### src/rtl/gpio_bank_pkg.sv
package gpio_bank_pkg;
  localparam int unsigned BUS_AW = 8;
  localparam int unsigned BUS_DW = 32;

  localparam logic [BUS_AW-1:0] OFS_PIN_LEVEL = 8'h00;
  localparam logic [BUS_AW-1:0] OFS_DIR_VIEW  = 8'h04;
  localparam logic [BUS_AW-1:0] OFS_EVT_FLAG  = 8'h0C;
  localparam logic [BUS_AW-1:0] OFS_DRV_SET   = 8'h14;
  localparam logic [BUS_AW-1:0] OFS_DRV_CLR   = 8'h18;
  localparam logic [BUS_AW-1:0] OFS_DIR_SET   = 8'h1C;
  localparam logic [BUS_AW-1:0] OFS_DIR_CLR   = 8'h20;
  localparam logic [BUS_AW-1:0] OFS_RISE_EN   = 8'h28;
  localparam logic [BUS_AW-1:0] OFS_FALL_EN   = 8'h2C;

  typedef struct packed {
    logic drv_set;
    logic drv_clr;
    logic dir_set;
    logic dir_clr;
    logic rise_wr;
    logic fall_wr;
    logic flag_clr;
  } wr_strobe_t;
endpackage

### src/rtl/gpio_rst_sync.sv
module gpio_rst_sync #(
  parameter int unsigned STAGES = 2
) (
  input  logic clk,
  input  logic rst_n,
  output logic rst_sync_n
);
  logic [STAGES-1:0] chain_q;
  logic [STAGES-1:0] chain_d;

  always_comb begin
    chain_d = {chain_q[STAGES-2:0], 1'b1};
  end

  always_ff @(posedge clk or negedge rst_n) begin
    if (!rst_n) chain_q <= '0;
    else        chain_q <= chain_d;
  end

  assign rst_sync_n = chain_q[STAGES-1];
endmodule

### src/rtl/gpio_in_sync.sv
module gpio_in_sync #(
  parameter int unsigned NPINS = 32
) (
  input  logic             clk,
  input  logic             rst_n,
  input  logic [NPINS-1:0] pin_async,
  output logic [NPINS-1:0] level,
  output logic [NPINS-1:0] rise,
  output logic [NPINS-1:0] fall
);
  logic [NPINS-1:0] meta_q;
  logic [NPINS-1:0] stab_q;
  logic [NPINS-1:0] prev_q;

  for (genvar g = 0; g < NPINS; g++) begin : g_pin
    logic meta_d, stab_d, prev_d;

    always_comb begin
      meta_d = pin_async[g];
      stab_d = meta_q[g];
      prev_d = stab_q[g];
    end

    always_ff @(posedge clk or negedge rst_n) begin
      if (!rst_n) begin
        meta_q[g] <= 1'b0;
        stab_q[g] <= 1'b0;
        prev_q[g] <= 1'b0;
      end else begin
        meta_q[g] <= meta_d;
        stab_q[g] <= stab_d;
        prev_q[g] <= prev_d;
      end
    end

    assign rise[g] =  stab_q[g] & ~prev_q[g];
    assign fall[g] = ~stab_q[g] &  prev_q[g];
  end

  assign level = stab_q;

  // a detected transition reflects a level change one cycle later
  assert_edge_tracks_level_R7: assert property (@(posedge clk) disable iff (!rst_n)
    ((rise | fall) != '0) |-> ((level ^ $past(level)) == (rise | fall)));
endmodule

### src/rtl/gpio_ctl_regs.sv
module gpio_ctl_regs
  import gpio_bank_pkg::*;
#(
  parameter int unsigned NPINS = 32
) (
  input  logic             clk,
  input  logic             rst_n,
  input  wr_strobe_t       stb,
  input  logic [NPINS-1:0] wdata,
  output logic [NPINS-1:0] drv_q,
  output logic [NPINS-1:0] dir_q,
  output logic [NPINS-1:0] rise_en_q,
  output logic [NPINS-1:0] fall_en_q
);
  logic [NPINS-1:0] drv_d, dir_d, rise_en_d, fall_en_d;
  logic             drv_ce, dir_ce, rise_ce, fall_ce;

  always_comb begin
    drv_ce    = stb.drv_set | stb.drv_clr;
    dir_ce    = stb.dir_set | stb.dir_clr;
    rise_ce   = stb.rise_wr;
    fall_ce   = stb.fall_wr;
    drv_d     = stb.drv_set ? (drv_q | wdata) : (drv_q & ~wdata);
    dir_d     = stb.dir_set ? (dir_q | wdata) : (dir_q & ~wdata);
    rise_en_d = wdata;
    fall_en_d = wdata;
  end

  always_ff @(posedge clk or negedge rst_n) begin
    if (!rst_n) begin
      drv_q     <= '0;
      dir_q     <= '0;
      rise_en_q <= '0;
      fall_en_q <= '0;
    end else begin
      if (drv_ce)  drv_q     <= drv_d;
      if (dir_ce)  dir_q     <= dir_d;
      if (rise_ce) rise_en_q <= rise_en_d;
      if (fall_ce) fall_en_q <= fall_en_d;
    end
  end

  assert_drv_set_R3: assert property (@(posedge clk) disable iff (!rst_n)
    stb.drv_set |=> (((drv_q & $past(wdata)) == $past(wdata)) &&
                     ((drv_q & ~$past(wdata)) == ($past(drv_q) & ~$past(wdata)))));

  assert_drv_clr_R4: assert property (@(posedge clk) disable iff (!rst_n)
    stb.drv_clr |=> (((drv_q & $past(wdata)) == '0) &&
                     ((drv_q & ~$past(wdata)) == ($past(drv_q) & ~$past(wdata)))));

  assert_dir_hold_R5: assert property (@(posedge clk) disable iff (!rst_n)
    !(stb.dir_set || stb.dir_clr) |=> $stable(dir_q));

  assert_enables_hold_R6: assert property (@(posedge clk) disable iff (!rst_n)
    !(stb.rise_wr || stb.fall_wr) |=> ($stable(rise_en_q) && $stable(fall_en_q)));

  assert_one_strobe_R12: assert property (@(posedge clk) disable iff (!rst_n)
    $onehot0(stb));
endmodule

### src/rtl/gpio_irq_flags.sv
module gpio_irq_flags #(
  parameter int unsigned NPINS = 32
) (
  input  logic             clk,
  input  logic             rst_n,
  input  logic [NPINS-1:0] rise,
  input  logic [NPINS-1:0] fall,
  input  logic [NPINS-1:0] rise_en,
  input  logic [NPINS-1:0] fall_en,
  input  logic             clr_stb,
  input  logic [NPINS-1:0] wdata,
  output logic [NPINS-1:0] flag_q,
  output logic             irq
);
  logic [NPINS-1:0] set_ev;
  logic [NPINS-1:0] clr_mask;
  logic [NPINS-1:0] flag_d;
  logic             flag_ce;

  always_comb begin
    set_ev   = (rise & rise_en) | (fall & fall_en);
    clr_mask = clr_stb ? wdata : '0;
    flag_ce  = clr_stb | (set_ev != '0);
    flag_d   = (flag_q & ~clr_mask) | set_ev;
  end

  always_ff @(posedge clk or negedge rst_n) begin
    if (!rst_n)       flag_q <= '0;
    else if (flag_ce) flag_q <= flag_d;
  end

  assign irq = |flag_q;

  assert_flag_set_on_edge_R7: assert property (@(posedge clk) disable iff (!rst_n)
    (set_ev != '0) |=> ((flag_q & $past(set_ev)) == $past(set_ev)));

  assert_no_spurious_flag_R8: assert property (@(posedge clk) disable iff (!rst_n)
    ((flag_q & ~$past(flag_q)) & ~$past(set_ev)) == '0);

  assert_flag_sticky_R9: assert property (@(posedge clk) disable iff (!rst_n)
    ((~flag_q & $past(flag_q)) & ~$past(clr_mask)) == '0);

  assert_set_beats_clr_R10: assert property (@(posedge clk) disable iff (!rst_n)
    (clr_stb && ((set_ev & wdata) != '0)) |=>
      ((flag_q & $past(set_ev & wdata)) == $past(set_ev & wdata)));

  assert_irq_cause_R11: assert property (@(posedge clk) disable iff (!rst_n)
    $rose(irq) |-> ($past(set_ev) != '0));
endmodule

### src/rtl/gpio_edge_bank.sv
module gpio_edge_bank
  import gpio_bank_pkg::*;
#(
  parameter int unsigned NPINS = BUS_DW
) (
  input  logic              clk,
  input  logic              rst_n,
  input  logic              bus_wr,
  input  logic [BUS_AW-1:0] bus_addr,
  input  logic [BUS_DW-1:0] bus_wdata,
  output logic [BUS_DW-1:0] bus_rdata,
  input  logic [NPINS-1:0]  pin_in,
  output logic [NPINS-1:0]  pin_out,
  output logic [NPINS-1:0]  pin_oe,
  output logic              irq
);
  logic             rst_sync_n;
  wr_strobe_t       stb;
  logic [NPINS-1:0] wmask;
  logic [NPINS-1:0] level, rise, fall;
  logic [NPINS-1:0] rise_en, fall_en, flags;

  assign wmask = bus_wdata[NPINS-1:0];

  gpio_rst_sync #(.STAGES(2)) u_rst (
    .clk        (clk),
    .rst_n      (rst_n),
    .rst_sync_n (rst_sync_n)
  );

  always_comb begin
    stb = '0;
    if (bus_wr) begin
      case (bus_addr)
        OFS_DRV_SET:  stb.drv_set  = 1'b1;
        OFS_DRV_CLR:  stb.drv_clr  = 1'b1;
        OFS_DIR_SET:  stb.dir_set  = 1'b1;
        OFS_DIR_CLR:  stb.dir_clr  = 1'b1;
        OFS_RISE_EN:  stb.rise_wr  = 1'b1;
        OFS_FALL_EN:  stb.fall_wr  = 1'b1;
        OFS_EVT_FLAG: stb.flag_clr = 1'b1;
        default:      stb = '0;
      endcase
    end
  end

  gpio_in_sync #(.NPINS(NPINS)) u_sync (
    .clk       (clk),
    .rst_n     (rst_sync_n),
    .pin_async (pin_in),
    .level     (level),
    .rise      (rise),
    .fall      (fall)
  );

  gpio_ctl_regs #(.NPINS(NPINS)) u_regs (
    .clk       (clk),
    .rst_n     (rst_sync_n),
    .stb       (stb),
    .wdata     (wmask),
    .drv_q     (pin_out),
    .dir_q     (pin_oe),
    .rise_en_q (rise_en),
    .fall_en_q (fall_en)
  );

  gpio_irq_flags #(.NPINS(NPINS)) u_flags (
    .clk     (clk),
    .rst_n   (rst_sync_n),
    .rise    (rise),
    .fall    (fall),
    .rise_en (rise_en),
    .fall_en (fall_en),
    .clr_stb (stb.flag_clr),
    .wdata   (wmask),
    .flag_q  (flags),
    .irq     (irq)
  );

  always_comb begin
    bus_rdata = '0;
    case (bus_addr)
      OFS_PIN_LEVEL: bus_rdata[NPINS-1:0] = level;
      OFS_DIR_VIEW:  bus_rdata[NPINS-1:0] = pin_oe;
      OFS_EVT_FLAG:  bus_rdata[NPINS-1:0] = flags;
      OFS_RISE_EN:   bus_rdata[NPINS-1:0] = rise_en;
      OFS_FALL_EN:   bus_rdata[NPINS-1:0] = fall_en;
      default:       bus_rdata = '0;
    endcase
  end

  assert_ro_write_R12: assert property (@(posedge clk) disable iff (!rst_sync_n)
    (bus_wr && (bus_addr == OFS_PIN_LEVEL || bus_addr == OFS_DIR_VIEW)) |=>
      ($stable(pin_out) && $stable(pin_oe)));

  assert_enable_clear_keeps_flag_R11: assert property (@(posedge clk) disable iff (!rst_sync_n)
    (bus_wr && (bus_addr == OFS_RISE_EN || bus_addr == OFS_FALL_EN)) |=>
      ((flags & $past(flags)) == $past(flags)));
endmodule

### config.mk
export PLATFORM = sky130hd
export DESIGN_NAME = gpio_edge_bank
export DESIGN_NICKNAME = d
export VERILOG_FILES = /design/src/rtl/gpio_bank_pkg.sv /design/src/rtl/gpio_rst_sync.sv /design/src/rtl/gpio_in_sync.sv /design/src/rtl/gpio_ctl_regs.sv /design/src/rtl/gpio_irq_flags.sv /design/src/rtl/gpio_edge_bank.sv
export SDC_FILE = /design/constraint.sdc
export NUM_CORES = 1
export LEC_CHECK = 0
export ABC_AREA = 1
export BUFFER_PORTS_ARGS = -buffer_cell sky130_fd_sc_hd__buf_4
export CORE_ASPECT_RATIO = 0.8
export CORE_MARGIN = 1
export CORE_UTILIZATION = 30
export DETAILED_ROUTE_END_ITERATION = 16
export PLACE_DENSITY = 0.52
export SLEW_MARGIN = 0
export SYNTH_ARGS = -nofsm -noshare
export SYNTH_HDL_FRONTEND = slang
export SYNTH_SLANG_ARGS = --single-unit
export TNS_END_PERCENT = 100
### constraint.sdc
create_clock -name clk -period 23.7 [get_ports clk]
set_clock_uncertainty 0.15 [all_clocks]
set_input_delay 0 -clock clk [delete_from_list [all_inputs] [get_ports clk]]
set_output_delay 0 -clock clk [all_outputs]
set_load 0.05 [all_outputs]
Yosys cells after proc, flatten, opt, wreduce, memory -nomap -nowiden
Index checks and enable logic that the tools add are counted.

Word-level logic and storage cells: 267. Register bits after elaboration: 258.

Equal/unequal tests: 8. Reduce and logical (&&, ||, !) cells: 3. Bitwise logic cells: 142. Multiplexer cells: 12.

Operator list (count): $and A32 B32 Y32 (5); $pmux W32 S5 (1); $or A32 B32 Y32 (4); $mux W32 (3); $and A1 B1 Y1 (64); $not A1 Y1 (64); $not A32 Y32 (2); $reduce_bool A32 Y1 (1); $reduce_or A32 Y1 (1); $eq A8 B5 Y1 const B (3); $eq A8 B6 Y1 const B (3); $eq A8 B3 Y1 const B (1); $eq A8 B4 Y1 const B (1); $logic_not A8 Y1 (1); $mux W1 (7); $mux W7 (1); $or A1 B1 Y1 (3).

Logic depth before layout (Yosys ltp)
Gate-level depths: netlist of the first run.

Depth in word-level cells: 7. Gate-level depth with buffers: 9.

Hierarchy
Synthesis of the first run repeated with hierarchy kept, for this count alone.

Cell total of the unflattened synthesis: 1516. Area total of the unflattened synthesis: 11818.8 um^2.

By module, submodules not included: gpio_ctl_regs (times used 1, cells each 602, area each 5165.0 um^2, sequential area each 3203.1 um^2); gpio_in_sync (times used 1, cells each 256, area each 3123.0 um^2, sequential area each 2402.3 um^2); gpio_edge_bank (times used 1, cells each 415, area each 1825.5 um^2, sequential area each 0.0 um^2); gpio_irq_flags (times used 1, cells each 240, area each 1651.6 um^2, sequential area each 800.8 um^2); gpio_rst_sync (times used 1, cells each 3, area each 53.8 um^2, sequential area each 50.0 um^2).

Worst setup path before layout of the first run
No wires, ideal clock.

Path kind: flip-flop to output port. Start: reg (tool-made name). End: out bus_rdata[12]. Setup slack: 22.313 ns. Data required time: 23.550 ns. Cell stages (with the launch flop): 5. Data arrival time: 1.237 ns. Cell sequence: dfrtp_1 -> nand3_1 -> nand2_1 -> inv_1 -> nand3_1.

RTL lines: end: declaration (RTL line gpio_edge_bank.sv:11) `output logic [BUS_DW-1:0] bus_rdata,`.

Worst setup path in the final report of the first run
Start: in bus_addr[5]. End: out bus_rdata[15].

Cells in the longest elaborated chain, start to end: 2. Elaborated cells between the ends (all ways): 6. Classes of those cells: eq/ne (4); mux (1); reduce/logical (1).

Ends and longest elaborated chain: start: declaration (RTL line gpio_edge_bank.sv:9) `input logic [BUS_AW-1:0] bus_addr,`; $eq A8 B6 Y1 (tied with other cells) (RTL line gpio_edge_bank.sv:82) `case (bus_addr)`; $pmux W32 S5 (*) (RTL line gpio_edge_bank.sv:82).

Mark *: on every way between the ends. The rest lies on a longest branch, timed or not.

==> impl_summary.log, run 1 <==
[metrics] gpl congestion: 0.778
[metrics] met1 Resource Use GR: 0.272
[metrics] footprint of the multi-input gates: roughly 0.0037 mm2
[metrics] P per Cell Area: ~72 mW/mm2
[metrics] initial core utilization: 0.307
[metrics] global routing met3 resource utilization: 0.0303
[metrics] syn avg cell area: between 8 and 9 um2
[metrics] top post-synthesis cells by area: dfrtp_1 (60%), nand2_1 (17%), nand3_1 (4.4%)
[metrics] Synth Register Bits: roughly 260
[metrics] largest area contributor in the synthesized netlist: dfrtp_1
[metrics] maximum number of pins on one net before global-route repair: ~80
[metrics] number of routed nets with antenna violations: 0
[metrics] Detailed Route Iter0 Violations: 627
[metrics] total power: between 1 and 1.5 mW
[metrics] highest ir drop seen on vdd: between 0.03 and 0.04 mV
[metrics] highest achievable clock rate: around 320 MHz
[metrics] endpoint type of the worst setup path: primary output
[metrics] number of resized instances in the post-cts repair step: 0
[metrics] final standard cell area without fillers: around 0.015 mm2
[metrics] net count of the finished layout: about 1.6k
[metrics] final setup violation count: 0
[metrics] Buffers & Inverters on Critical Path: 5
[metrics] Most Used Layer, Global Route: met2
[metrics] required time at the worst-slack endpoint: 23550 ps
[metrics] worst-case setup slack after placement: ~20000 ps
[metrics] startpoint type of the worst setup path: input port
[metrics] endpoint arrival time on the critical path: around 3000 ps
[metrics] Final Cycle Share: 0.132
[metrics] Seq. cell area: 0.00646 mm2
[metrics] number of antenna violations at the first check in global routing: 0
[metrics] prevailing post-synth register cell: dfrtp_1
[metrics] area of the core region: ~0.035 mm2
[metrics] full die area: around 0.037 mm2
[metrics] final hold violation count: 0
[metrics] highest-delay cell along the critical path: nand2_1
[metrics] horizontal extent of the die: between 200 and 250 um
[metrics] Max-slew headroom: 0.218
[metrics] final worst-path setup slack: slightly above 20000 ps
[metrics] H-tree level count: 1
[metrics] run status: finished clean
[metrics] setup TNS: 0 ps
[metrics] clock sink count: 258
[metrics] via count of the first global-routing pass: roughly 9.0k
[metrics] residual overflow from global routing: 0
[metrics] Filler Cells Inserted: 3472
[metrics] Chip Height: ~170 um
[metrics] share of the synthesized area in the top cell type: 0.601
[metrics] overall routing resource usage: 0.186
[metrics] transition time at the pin with the least slew margin: between 1000 and 1500 ps
[metrics] met2 global-route usage: 0.285
[metrics] Worst Path Max Fanout: 54
[metrics] hpwl dp: 20500 um
[metrics] number of violations of the max-capacitance limit: 0
[metrics] cell area after synthesis: 0.0107 mm2
[metrics] cell count after synthesis: 1263
[metrics] Lkg Pwr: between 7 and 8 nW
[metrics] Row Count: 61
[metrics] wire length per cell after detailed routing: 16.5 um
[metrics] clock slew at the register clock pins of the worst setup and hold paths: 60 ps
[metrics] clock insertion delay at the later pin of the skew report: about 550 ps
[metrics] wire length reported by the detailed router: between 30000 and 40000 um
[metrics] worst-path cell chain: dlygate4sd3_1 > buf_4 > inv_2 > nand2_1 > nor2_4 > buf_4 > nand2_1 > o21ai_0 > nor2_1 > nand2_1 > buf_4
[metrics] Port-buffer cells: 171
[metrics] DR pass1 iterations: 6
[metrics] Async S/R FF share, synth: 1.00
[metrics] unrepaired setup endpoints after global routing: no
[metrics] worst hold path class: in2reg
[metrics] Area Overhead vs Synth: 35.4%
[metrics] per-cell via count in the routed design: approximately 4.6
[metrics] diodes inserted: 0
[metrics] Post-synth EDFFs: 0
[metrics] sequential cell area fraction in the yosys report: 0.601
[metrics] final core utilization: 0.415
[metrics] clock buffers created by TritonCTS: 28
[metrics] Synth top cells by count: nand2_1 (500), dfrtp_1 (258), inv_1 (99), nand3_1 (95), o21ai_0 (84)
[metrics] cell at the root of the clock tree: clkbuf_16
[metrics] post-synthesis net count: about 1.3k
[metrics] maximum clock path buffer count: 3
[metrics] boundary pin count: 172
[metrics] family of cells with the greatest summed delay on the critical path: buffers and inverters
[metrics] post-detailed-route DRC marker count: 0
[metrics] classification of the worst setup path: in2out
[metrics] placed cell areas: around 0.012 mm2
[metrics] most frequent cell after synthesis: nand2_1
[metrics] final max-slew violation count: 0
[metrics] clock tree from TritonCTS: built
[metrics] distinct cell type count of the synthesized netlist: 28
[metrics] Via Count: roughly 9k
[metrics] Tmin final: approximately 3100 ps
[metrics] Yosys warnings: 0
[metrics] maximum cell stage delay along the critical path: just over 700 ps
[metrics] first-pass GRT wire length: about 52000 um
[metrics] fraction of layout instances using a drive strength above 1: 0.159
power by group:
group | switching, mW | internal (mW) | total [mW]
Clock | 0.184 | 0.303 | 0.487
Sequential | 0.0176 | 0.462 | 0.480
Combinational | 0.0542 | 0.0337 | 0.0879
Total | 0.256 | 0.799 | 1.05
routing by layer:
metal,wire [um],share of wire,up-vias
met5,0,0,-
met2,14600,0.44,217
li1,-,-,4543
met3,1410,0.042,54
met1,16500,0.49,4445
met4,783,0.024,0
cells by family after synthesis:
family / after synthesis / synth area share
and+or+nand+nor: 698 / 0.263
DFF: 258 / 0.601
buffers and inverters: 154 / 0.0610
other: 1 / 0.000349
AOI/OAI and AO/OA: 152 / 0.0746
layout make-up:
class | instances | share of cell area
inverters | 102 | 0.0263
repair buffers | 285 | 0.166
flip-flops and latches | 258 | 0.444
multi-input cells | 851 | 0.252
well taps | 472 | 0.0406
clock inverters | 15 | 0.0158
clock buffers | 36 | 0.0551
repair_timing:
item,CTS,global route
hold buffers,106,0
endpoints found under the setup margin,0,0
endpoints found under the hold margin,194,0
setup buffers,0,0
worst reg2reg max path, delay by kind of cell (launching register included):
kind | cells | cell delay, ps
buffers and inverters | 2 | 1680
flip-flops | 1 | 870
metrics by stage:
step	hold WS, ps	cells
global placement	-364	1862
finish	2.63	2019
CTS	1.35	2019
detailed placement	-362	1862
global route	34.9	2019
floorplan	-446	1263
worst paths after layout:
check	startpoint	end	slack [ps]	cells after the start
min in group asynchronous	rst_n	u_rst.chain_q[1]	150	3
worst min register to register	u_sync.g_pin[20].stab_d	u_sync.g_pin[20].prev_d	190	0
max in group asynchronous	u_rst.chain_q[1]	u_regs.fall_en_q[9]	21000	2
worst min-delay path	bus_addr[4]	register	3	7
worst max-delay path	bus_addr[5]	bus_rdata[15]	20570	11
worst max register to register	u_rst.chain_q[1]	u_regs.fall_en_q[9]	21000	2
cells in the final DEF (no fill, tap or decap), drive strengths merged:
cell	count
buf	180
dfrtp	258
a21boi	1
clkbuf	36
nand4	3
inv	101
a31oi	31
nor3	16
nor4	2
conb	1
nor3b	1
nand2	502
nand3	97
clkinv	8
nor2	76
and2	1
clkinvlp	2
o21ai	119
a21oi	1
bufinv	6
dlygate4sd3	105
Power figures use the tool's default switching activity.
==> run 2, diff against run 1 <==
--- a/config.mk
+++ b/config.mk
@@ -11,7 +11,7 @@
 export CORE_MARGIN = 1
 export CORE_UTILIZATION = 30
 export DETAILED_ROUTE_END_ITERATION = 16
-export PLACE_DENSITY = 0.52
+export PLACE_DENSITY = 0.53
 export SLEW_MARGIN = 0
 export SYNTH_ARGS = -nofsm -noshare
 export SYNTH_HDL_FRONTEND = slang
==> constraint.sdc (replaced) <==
create_clock -name clk -period 2.6 [get_ports clk]
set_clock_uncertainty 0.15 [all_clocks]
set_input_delay 0 -clock clk [delete_from_list [all_inputs] [get_ports clk]]
set_output_delay 0 -clock clk [all_outputs]
set_load 0.05 [all_outputs]
==> run 2 against run 1 <==
Sequential cell count unchanged. Critical path depth down 1. Global-route usage up 0.096 points. Utilization up 0.77 points. Non-clock buffer count up 25. Largest cell class unchanged. Sequential power rose to 9.1 times the previous value. Clock-buffer cell count up 3. Cell count up 1.1%. Largest power group unchanged.
==> impl_summary.log, run 2 (synthesis results as in run 1) <==
[metrics] via count of the first global-routing pass: 9099 (+0.70%)
[metrics] residual overflow from global routing: 0 (unchanged)
[metrics] diodes inserted: 0 (unchanged)
[metrics] final setup violation count: 0 (unchanged)
[metrics] clock slew at the register clock pins of the worst setup and hold paths: 60 ps (about the same)
[metrics] wire length reported by the detailed router: 33700 um (+1.4%)
[metrics] first-pass GRT wire length: 52400 um (+0.65%)
[metrics] worst hold path class: in2reg
[metrics] number of routed nets with antenna violations: 0 (unchanged)
[metrics] Via Count: 9454 (+2.1%)
[metrics] cell at the root of the clock tree: clkbuf_16
[metrics] classification of the worst setup path: in2reg
[metrics] highest achievable clock rate: between 400 and 500 MHz
[metrics] overall routing resource usage: 0.187 (+0.000956)
[metrics] maximum cell stage delay along the critical path: 1100 ps (+380 ps)
[metrics] P per Cell Area: 652 mW/mm2 (+800%)
[metrics] per-cell via count in the routed design: 4.63 (+0.96%)
[metrics] H-tree level count: 1 (unchanged)
[metrics] endpoint arrival time on the critical path: 2660 ps (-320 ps)
[metrics] highest ir drop seen on vdd: 0.416 mV (+1100%)
[metrics] start of the worst register-to-register path: u_rst.chain_q[1]
[metrics] Detailed Route Iter0 Violations: 665 (+6.1%)
[metrics] clock buffers created by TritonCTS: 28 (unchanged)
[metrics] horizontal extent of the die: 214 um (unchanged)
[metrics] Tmin final: ~2300 ps
[metrics] number of buffers inserted to repair setup after CTS: 0 (unchanged)
[metrics] DR pass1 iterations: 5 (-1)
[metrics] wire length per cell after detailed routing: 16.5 um (+0.30%)
[metrics] library cell appearing most often on the critical path: nand2_1
[metrics] highest-delay cell along the critical path: dlygate4sd3_1
[metrics] clock insertion delay at the later pin of the skew report: 550 ps (about the same)
[metrics] unrepaired setup endpoints after global routing: no
[metrics] post-detailed-route DRC marker count: 0 (unchanged)
[metrics] Port-buffer cells: 171 (unchanged)
[metrics] Chip Height: 171 um (unchanged)
[metrics] most used cells in the layout excluding fill and tap cells: nand2_1 (500), dfrtp_1 (257), buf_4 (196), dlygate4sd3_1 (107), inv_1 (99)
[metrics] min-delay src: bus_addr[4]
[metrics] worst-path cell chain: buf_4 > dlygate4sd3_1 > inv_1 > nand2_1 > nor3_2 > nand2_1 > nor2_4 > dlygate4sd3_1 > nand2_1 > nand2_1
[metrics] R2R depth: 1 (-1)
[metrics] Row Count: 61 (unchanged)
[metrics] total power: 9.67 mW (+820%)
[metrics] initial core utilization: 0.307 (unchanged)
[metrics] final hold violation count: 0 (unchanged)
[metrics] number of antenna violations at the first check in global routing: 1 (+1)
[metrics] final max-slew violation count: 0 (unchanged)
[metrics] Area Overhead vs Synth: 37.9%
[metrics] required time at the worst-slack endpoint: 2930 ps (-20620 ps)
[metrics] run status: finished clean
[metrics] maximum number of pins on one net before global-route repair: 123 (+58%)
[metrics] clock tree from TritonCTS: built
[metrics] full die area: 0.0366 mm2 (unchanged)
[metrics] transition time at the pin with the least slew margin: 810 ps (-360 ps)
[metrics] origin of the worst setup path: bus_addr[7]
[metrics] endpoint of the lowest-slack register-to-register path: u_sync.g_pin[13].stab_d
[metrics] fraction of layout instances using a drive strength above 1: 0.168 (+0.00914)
[metrics] maximum clock path buffer count: 3 (unchanged)
[metrics] gpl congestion: 0.800 (+2.9%)
[metrics] endpoint type of the worst setup path: register
[metrics] hpwl dp: 22600 um (+10%)
[metrics] clock sink count: 258 (unchanged)
[metrics] Max-slew headroom: 0.458 (+0.240)
[metrics] number of violations of the max-capacitance limit: 0 (unchanged)
[metrics] FF-to-FF setup slack: 1420 ps (-19580 ps)
[metrics] startpoint type of the worst setup path: input port
[metrics] net count of the finished layout: 1626 (+1.6%)
[metrics] boundary pin count: 172 (unchanged)
[metrics] most common cell after layout, fill and taps aside: nand2_1
[metrics] Worst Path Max Fanout: 13 (-76%)
[metrics] setup TNS: 0 ps (unchanged)
[metrics] Final Cycle Share: 0.893
[metrics] area of the core region: 0.0350 mm2 (unchanged)
[metrics] Lkg Pwr: 7.48 nW (+2.2%)
[run 2: report_power, final]
| part | internal [mW] | switching (mW) |
|---|---|---|
| clock | 2.84 | 1.64 |
| combinational | 0.323 | 0.512 |
| sequential | 4.21 | 0.151 |
[run 2: layer usage]
layer  global-route usage  routed length, um  vias up  part of all wire
met2                0.288              14800      272              0.44
met4               0.0469                721        0             0.021
li1                     -                  -     4587                 -
met1                0.271              16300     4538              0.48
met3               0.0305               1910       57             0.057
met5                    0                  0        -                 0
[run 2: per-stage QoR]
stage | std cells | hold slack (ps) | setup slack, ps | area [um2] | util
detailed placement | 1886 | -365 | 393 | 12700 | 0.363
floorplan | 1263 | -446 | -139 | 10800 | -
finish | 2042 | 7.17 | 277 | 14800 | 0.423
global placement | 1886 | -366 | 403 | 12700 | 0.363
global route | 2042 | 29.9 | 125 | 14800 | 0.423
CTS | 2043 | 6.52 | 26.0 | 14800 | 0.423
[run 2: area by class of cell]
cell class | count | area, um2
timing repair buffer | 310 | 2680
clock inverter | 10 | 229
clock buffer | 39 | 803
sequential | 258 | 6460
inverter | 102 | 383
fill | 3476 | 20200
multi-input combinational | 851 | 3680
tap | 472 | 591
[run 2: how the worst min path moves through the flow]
stage	endpoint	depth (start not counted)
after CTS	u_flags.flag_q[18]	9
final	register	8
after global placement	u_rst.chain_q[0]	1
after floorplan	u_rst.chain_q[0]	0
after detailed placement	u_rst.chain_q[0]	1
after global routing	register	8
[run 2: what timing repair did]
item	4_1_cts	5_1_grt
endpoints found under the setup margin	0	18
endpoints found under the hold margin	194	0
hold buffers	108	0
resized for setup	0	1
[run 2: worst max-delay path: cells and delay by family]
kind / cells / cell delay, ps
buf+inv: 4 / 1860
simple gates: 6 / 790
